File: config.mk
export PLATFORM = sky130hd
export DESIGN_NAME = alu8_flags
export DESIGN_NICKNAME = d
export VERILOG_FILES = /design/src/rtl/alu8_pkg.sv /design/src/rtl/alu8_addsub.sv /design/src/rtl/alu8_logic.sv /design/src/rtl/alu8_shift.sv /design/src/rtl/alu8_flags.sv
export SDC_FILE = /design/constraint.sdc
export NUM_CORES = 1
export LEC_CHECK = 0
export BUFFER_PORTS_ARGS = -buffer_cell sky130_fd_sc_hd__buf_2
export CORE_MARGIN = 2
export CORE_UTILIZATION = 46
export DETAILED_ROUTE_END_ITERATION = 8
export PLACE_DENSITY = 0.68
export SYNTH_ARGS = -nofsm -noshare
export SYNTH_HDL_FRONTEND = slang
export SYNTH_SLANG_ARGS = --single-unit
File: constraint.sdc
create_clock -name clk -period 5.18 [get_ports clk]
set_input_delay 0.518 -clock clk [delete_from_list [all_inputs] [get_ports clk]]
set_output_delay 0.518 -clock clk [all_outputs]
set_load 0.02 [all_outputs]
File: src/rtl/alu8_pkg.sv
package alu8_pkg;

    localparam int DATA_W = 8;
    localparam int NIB_W  = DATA_W / 2;
    localparam int OP_W   = 4;
    localparam int FLAG_W = 5;

    localparam int FB_C = 0;
    localparam int FB_Z = 1;
    localparam int FB_H = 2;
    localparam int FB_V = 3;
    localparam int FB_N = 4;

    typedef enum logic [OP_W-1:0] {
        OP_ADC = 4'd0,
        OP_SBC = 4'd1,
        OP_CMP = 4'd2,
        OP_AND = 4'd3,
        OP_OR  = 4'd4,
        OP_XOR = 4'd5,
        OP_INC = 4'd6,
        OP_DEC = 4'd7,
        OP_ASL = 4'd8,
        OP_LSR = 4'd9,
        OP_ROL = 4'd10,
        OP_ROR = 4'd11,
        OP_XCN = 4'd12
    } alu_op_e;

    typedef struct packed {
        logic n;
        logic v;
        logic h;
        logic z;
        logic c;
    } flags_t;

    typedef struct packed {
        logic [DATA_W-1:0] res;
        flags_t            flg;
    } alu_out_t;

endpackage

File: src/rtl/alu8_addsub.sv
module alu8_addsub #(
    parameter int W = alu8_pkg::DATA_W
) (
    input  logic [W-1:0] a,
    input  logic [W-1:0] b,
    input  logic         cin,
    input  logic         sub,
    input  logic         use_cin,
    output logic [W-1:0] sum,
    output logic         cout,
    output logic         hout,
    output logic         vout
);
    localparam int H = W / 2;

    logic [W-1:0] b_eff;
    logic         c_eff;
    logic [H:0]   lo_sum;
    logic [W:0]   full_sum;

    always_comb begin
        // subtract is addition of the complement; carry out then means no borrow
        b_eff    = sub ? ~b : b;
        c_eff    = use_cin ? cin : 1'b1;
        lo_sum   = {1'b0, a[H-1:0]} + {1'b0, b_eff[H-1:0]} + {{H{1'b0}}, c_eff};
        full_sum = {1'b0, a} + {1'b0, b_eff} + {{W{1'b0}}, c_eff};
        sum      = full_sum[W-1:0];
        cout     = full_sum[W];
        // on subtract the half flag marks a borrow out of the low nibble
        hout     = sub ? ~lo_sum[H] : lo_sum[H];
        vout     = (a[W-1] == b_eff[W-1]) && (full_sum[W-1] != a[W-1]);
    end
endmodule

File: src/rtl/alu8_logic.sv
module alu8_logic
    import alu8_pkg::*;
#(
    parameter int W = DATA_W
) (
    input  logic [W-1:0]  a,
    input  logic [W-1:0]  b,
    input  alu_op_e       op,
    output logic [W-1:0]  res
);
    always_comb begin
        unique case (op)
            OP_AND:  res = a & b;
            OP_OR:   res = a | b;
            OP_XOR:  res = a ^ b;
            OP_INC:  res = a + W'(1);
            OP_DEC:  res = a - W'(1);
            default: res = a;
        endcase
    end
endmodule

File: src/rtl/alu8_shift.sv
module alu8_shift
    import alu8_pkg::*;
#(
    parameter int W = DATA_W
) (
    input  logic [W-1:0] a,
    input  logic         cin,
    input  alu_op_e      op,
    output logic [W-1:0] res,
    output logic         cout
);
    localparam int H = W / 2;

    logic [W-1:0] swapped;

    for (genvar i = 0; i < H; i++) begin : g_swap
        assign swapped[i]     = a[i+H];
        assign swapped[i+H]   = a[i];
    end

    always_comb begin
        unique case (op)
            OP_ASL: begin res = {a[W-2:0], 1'b0}; cout = a[W-1]; end
            OP_LSR: begin res = {1'b0, a[W-1:1]}; cout = a[0];   end
            OP_ROL: begin res = {a[W-2:0], cin};  cout = a[W-1]; end
            OP_ROR: begin res = {cin, a[W-1:1]};  cout = a[0];   end
            OP_XCN: begin res = swapped;          cout = cin;    end
            default: begin res = a;               cout = cin;    end
        endcase
    end
endmodule

File: src/rtl/alu8_flags.sv
module alu8_flags
    import alu8_pkg::*;
(
    input  logic              clk,
    input  logic              rst_n,
    input  logic [OP_W-1:0]   op_sel,
    input  logic [DATA_W-1:0] lhs,
    input  logic [DATA_W-1:0] rhs,
    input  logic              flag_we,
    output logic [DATA_W-1:0] result,
    output logic [FLAG_W-1:0] flags_next,
    output logic [FLAG_W-1:0] flags
);
    alu_op_e  op;
    flags_t   flags_q;
    alu_out_t out_d;

    logic [DATA_W-1:0] as_sum, lg_res, sh_res;
    logic              as_c, as_h, as_v, sh_c;
    logic              is_sub, use_cin;

    assign op      = alu_op_e'(op_sel);
    assign is_sub  = (op == OP_SBC) || (op == OP_CMP);
    assign use_cin = (op != OP_CMP);

    alu8_addsub #(.W(DATA_W)) u_addsub (
        .a       (lhs),
        .b       (rhs),
        .cin     (flags_q.c),
        .sub     (is_sub),
        .use_cin (use_cin),
        .sum     (as_sum),
        .cout    (as_c),
        .hout    (as_h),
        .vout    (as_v)
    );

    alu8_logic #(.W(DATA_W)) u_logic (
        .a   (lhs),
        .b   (rhs),
        .op  (op),
        .res (lg_res)
    );

    alu8_shift #(.W(DATA_W)) u_shift (
        .a    (lhs),
        .cin  (flags_q.c),
        .op   (op),
        .res  (sh_res),
        .cout (sh_c)
    );

    always_comb begin
        out_d.res = lhs;
        out_d.flg = flags_q;
        case (op)
            OP_ADC, OP_SBC: begin
                out_d.res   = as_sum;
                out_d.flg.c = as_c;
                out_d.flg.h = as_h;
                out_d.flg.v = as_v;
            end
            OP_CMP: begin
                out_d.res   = as_sum;
                out_d.flg.c = as_c;
            end
            OP_AND, OP_OR, OP_XOR, OP_INC, OP_DEC: begin
                out_d.res = lg_res;
            end
            OP_ASL, OP_LSR, OP_ROL, OP_ROR, OP_XCN: begin
                out_d.res   = sh_res;
                out_d.flg.c = sh_c;
            end
            default: ;
        endcase
        if (op_sel <= OP_W'(OP_XCN)) begin
            out_d.flg.n = out_d.res[DATA_W-1];
            out_d.flg.z = (out_d.res == '0);
        end
    end

    always_ff @(posedge clk or negedge rst_n) begin
        if (!rst_n)
            flags_q <= '0;
        else if (flag_we)
            flags_q <= out_d.flg;
    end

    assign result     = out_d.res;
    assign flags_next = out_d.flg;
    assign flags      = flags_q;
endmodule

==> results.tsv <==
metric	value	unit
setup_viol_count_final	0	
syn_to_final_growth	11.64	%
peakVddDrop	0.0001098	V
drt-initial-drc-count	275	
grt_pass1_vias	2026	
grt.total_usage	25.07	%
crit_required	4.66	ns
min_path_type	in -> async	
htreeDepth	1	
root_buffer	clkbuf_8	
r2r_slack	2.29	ns
clock_skew	0.001910	ns
clock_path_buffers	2	
drive_gt1_share	19.81	%
viasPerCell	6.097	
critPathKind	in -> out	
largest_reg_flops	5	
highest_layer	met4	
final_common_cell	buf_2	
path_clk_slew	0.04	ns
synth_seq_cells	5	
wl_met3	406	microns
met2_length	2877	microns
syn_nets	340	
setup.worst_path.start_class	input port	
path_max_fanout	8	
die_h	71.32	microns
max_slew_margin	46.28	%
via_count	2256	
coreArea	4354	sq um
yosysUniqueCellTypes	68	
async_flop_share	100.0	%
finalHoldViolations	0	
nets	368	
clk_latency	0.22	ns
tightest_slew	0.8040	ns
yosysWarnings	0	
hold_buffers	0	
wire_per_inst	16.83	microns
synth-edff-count	0	
cts_tree	done	
critPathCaptureType	output pin	
post-route-util	53.45	%
num_io_pins	41	
post_cts_resized	0	
avgSynthCellArea	7.163	sq um
die_w	71.32	microns
syn_inst	291	
rows	24	
grt_remaining_overflow	0	
postCtsSetupRepairBufs	0	
start_util	47.87	%
syn-cell-area	2084	sq um
cts_buffers	3	
min_period	4.363	ns
finalCritPeriodShare	84.23	%
wirelength	6226	microns
power_density	186.5	nW/um^2
rsz0062_at_grt	false	
clock.fmax	229.2	MHz
p_leak	1.078	nW
cap_viol_max_count	0	
cts_sinks	5	
synthFlopType	dfrtp_1	
gp_congestion	0.9395	
ant_nets	0	
final_cell_mix	buf_2, inv_1, ha_1	
grt_pass1_wl	10260	microns
wl_met1	2925	microns
synth-seq-area-share	6.002	%
outcome	finished clean	
io_buffers	40	
antenna_found_initial	0	
hpwl	4745	microns
tns	0	ns
report.final.slew_viol_count	0	
crit_arrival	3.85	ns
drc	0	
dieArea	5086	sq um
grt_start_max_net_pins	36	
dr.pass1.iters	4	
num_antenna_cells	0	
[cell families after synthesis]
logic type      synth area share, %
simple gates                  27.73
compound gates                27.73
buf+inv                       9.724
fa+ha+maj                     16.33
xor+xnor                      7.143
mux                           5.342
flops                         6.002
[worst max-delay path, stage by stage]
cell	delay [ns]
buf_2	0.10
nor2_1	0.26
nand2_1	0.35
xnor2_1	0.30
fa_1	0.22
inv_1	0.05
fa_1	0.39
nand2b_1	0.18
a21oi_1	0.23
mux2i_1	0.29
o2111ai_1	0.18
a21oi_1	0.22
nand4_1	0.18
o21ai_1	0.17
buf_2	0.17
[report_power, final]
group	internal (mW)	switching (mW)
clock network	0.0530	0.0206
registers	0.0501	0.0100
logic	0.120	0.180
[path summary, 6_finish.rpt]
| path | startpoint | endpoint | depth (start not counted) |
|---|---|---|---|
| min in group clk | flags[2]$_DFFE_PN0P_ | flags[2]$_DFFE_PN0P_ | 1 |
| max reg2reg | flags[0]$_DFFE_PN0P_ | flags[1]$_DFFE_PN0P_ | 11 |
| max in group asynchronous | rst_n | flags[4]$_DFFE_PN0P_ | 1 |
| min | rst_n | flags[3]$_DFFE_PN0P_ | 1 |
| max | op_sel[2] | flags_next[1] | 15 |
| min reg2reg | flags[2]$_DFFE_PN0P_ | flags[2]$_DFFE_PN0P_ | 1 |
[metal layers]
metal / vias up / GRT usage (%)
li1: 1120 / -
met3: 2 / 2.672
met4: 0 / 2.935
met1: 1057 / 38.02
met2: 77 / 39.40
met5: - / 0
[synthesized netlist by cell type (3+ instances only)]
cell type	number	area share [%]
inv_1	28	5.0
dfrtp_1	5	6.0
nor2_1	22	4.0
nor3b_1	3	1.1
and3b_1	5	2.1
nor2b_1	5	1.5
ha_1	24	14
o22ai_1	5	1.5
buf_2	6	1.4
a21oi_1	19	4.6
nand2_1	14	2.5
nand4_1	3	0.90
nand3_1	3	0.72
mux2_2	5	2.7
xnor2_1	16	6.7
o31ai_1	3	1.1
nand2b_1	9	2.7
o21ai_0	23	5.5
mux2i_1	4	1.9
clkbuf_1	12	2.2
or3_1	3	0.90
a31oi_1	3	0.90
and2_1	3	0.90
nand4b_1	4	1.7
nor3_1	5	1.2
[through the flow]
step	hold WS (ns)	worst slack, ns	power, mW	instances	cell area (sq um)
6_report	0.1100	0.8168	0.4341	370	2327
2_1_floorplan	0.2224	0.7167	0.2747	291	2085
5_1_grt	0.09991	0.5501	0.4742	370	2327
4_1_cts	0.1091	0.8320	0.4349	370	2327
3_3_place_gp	0.3399	0.8128	0.3550	366	2282
3_5_place_dp	0.3478	0.8547	0.3569	366	2282
[final cells by class]
cell class,instances,area [sq um]
clock buffers,4,45.04
fillers,450,2027
flip-flops and latches,5,125.1
multi-input cells,237,1757
well taps,52,65.06
repair buffers,44,230.2
inverters,28,105.1
No activity file was read; power rests on OpenSTA's default activity.
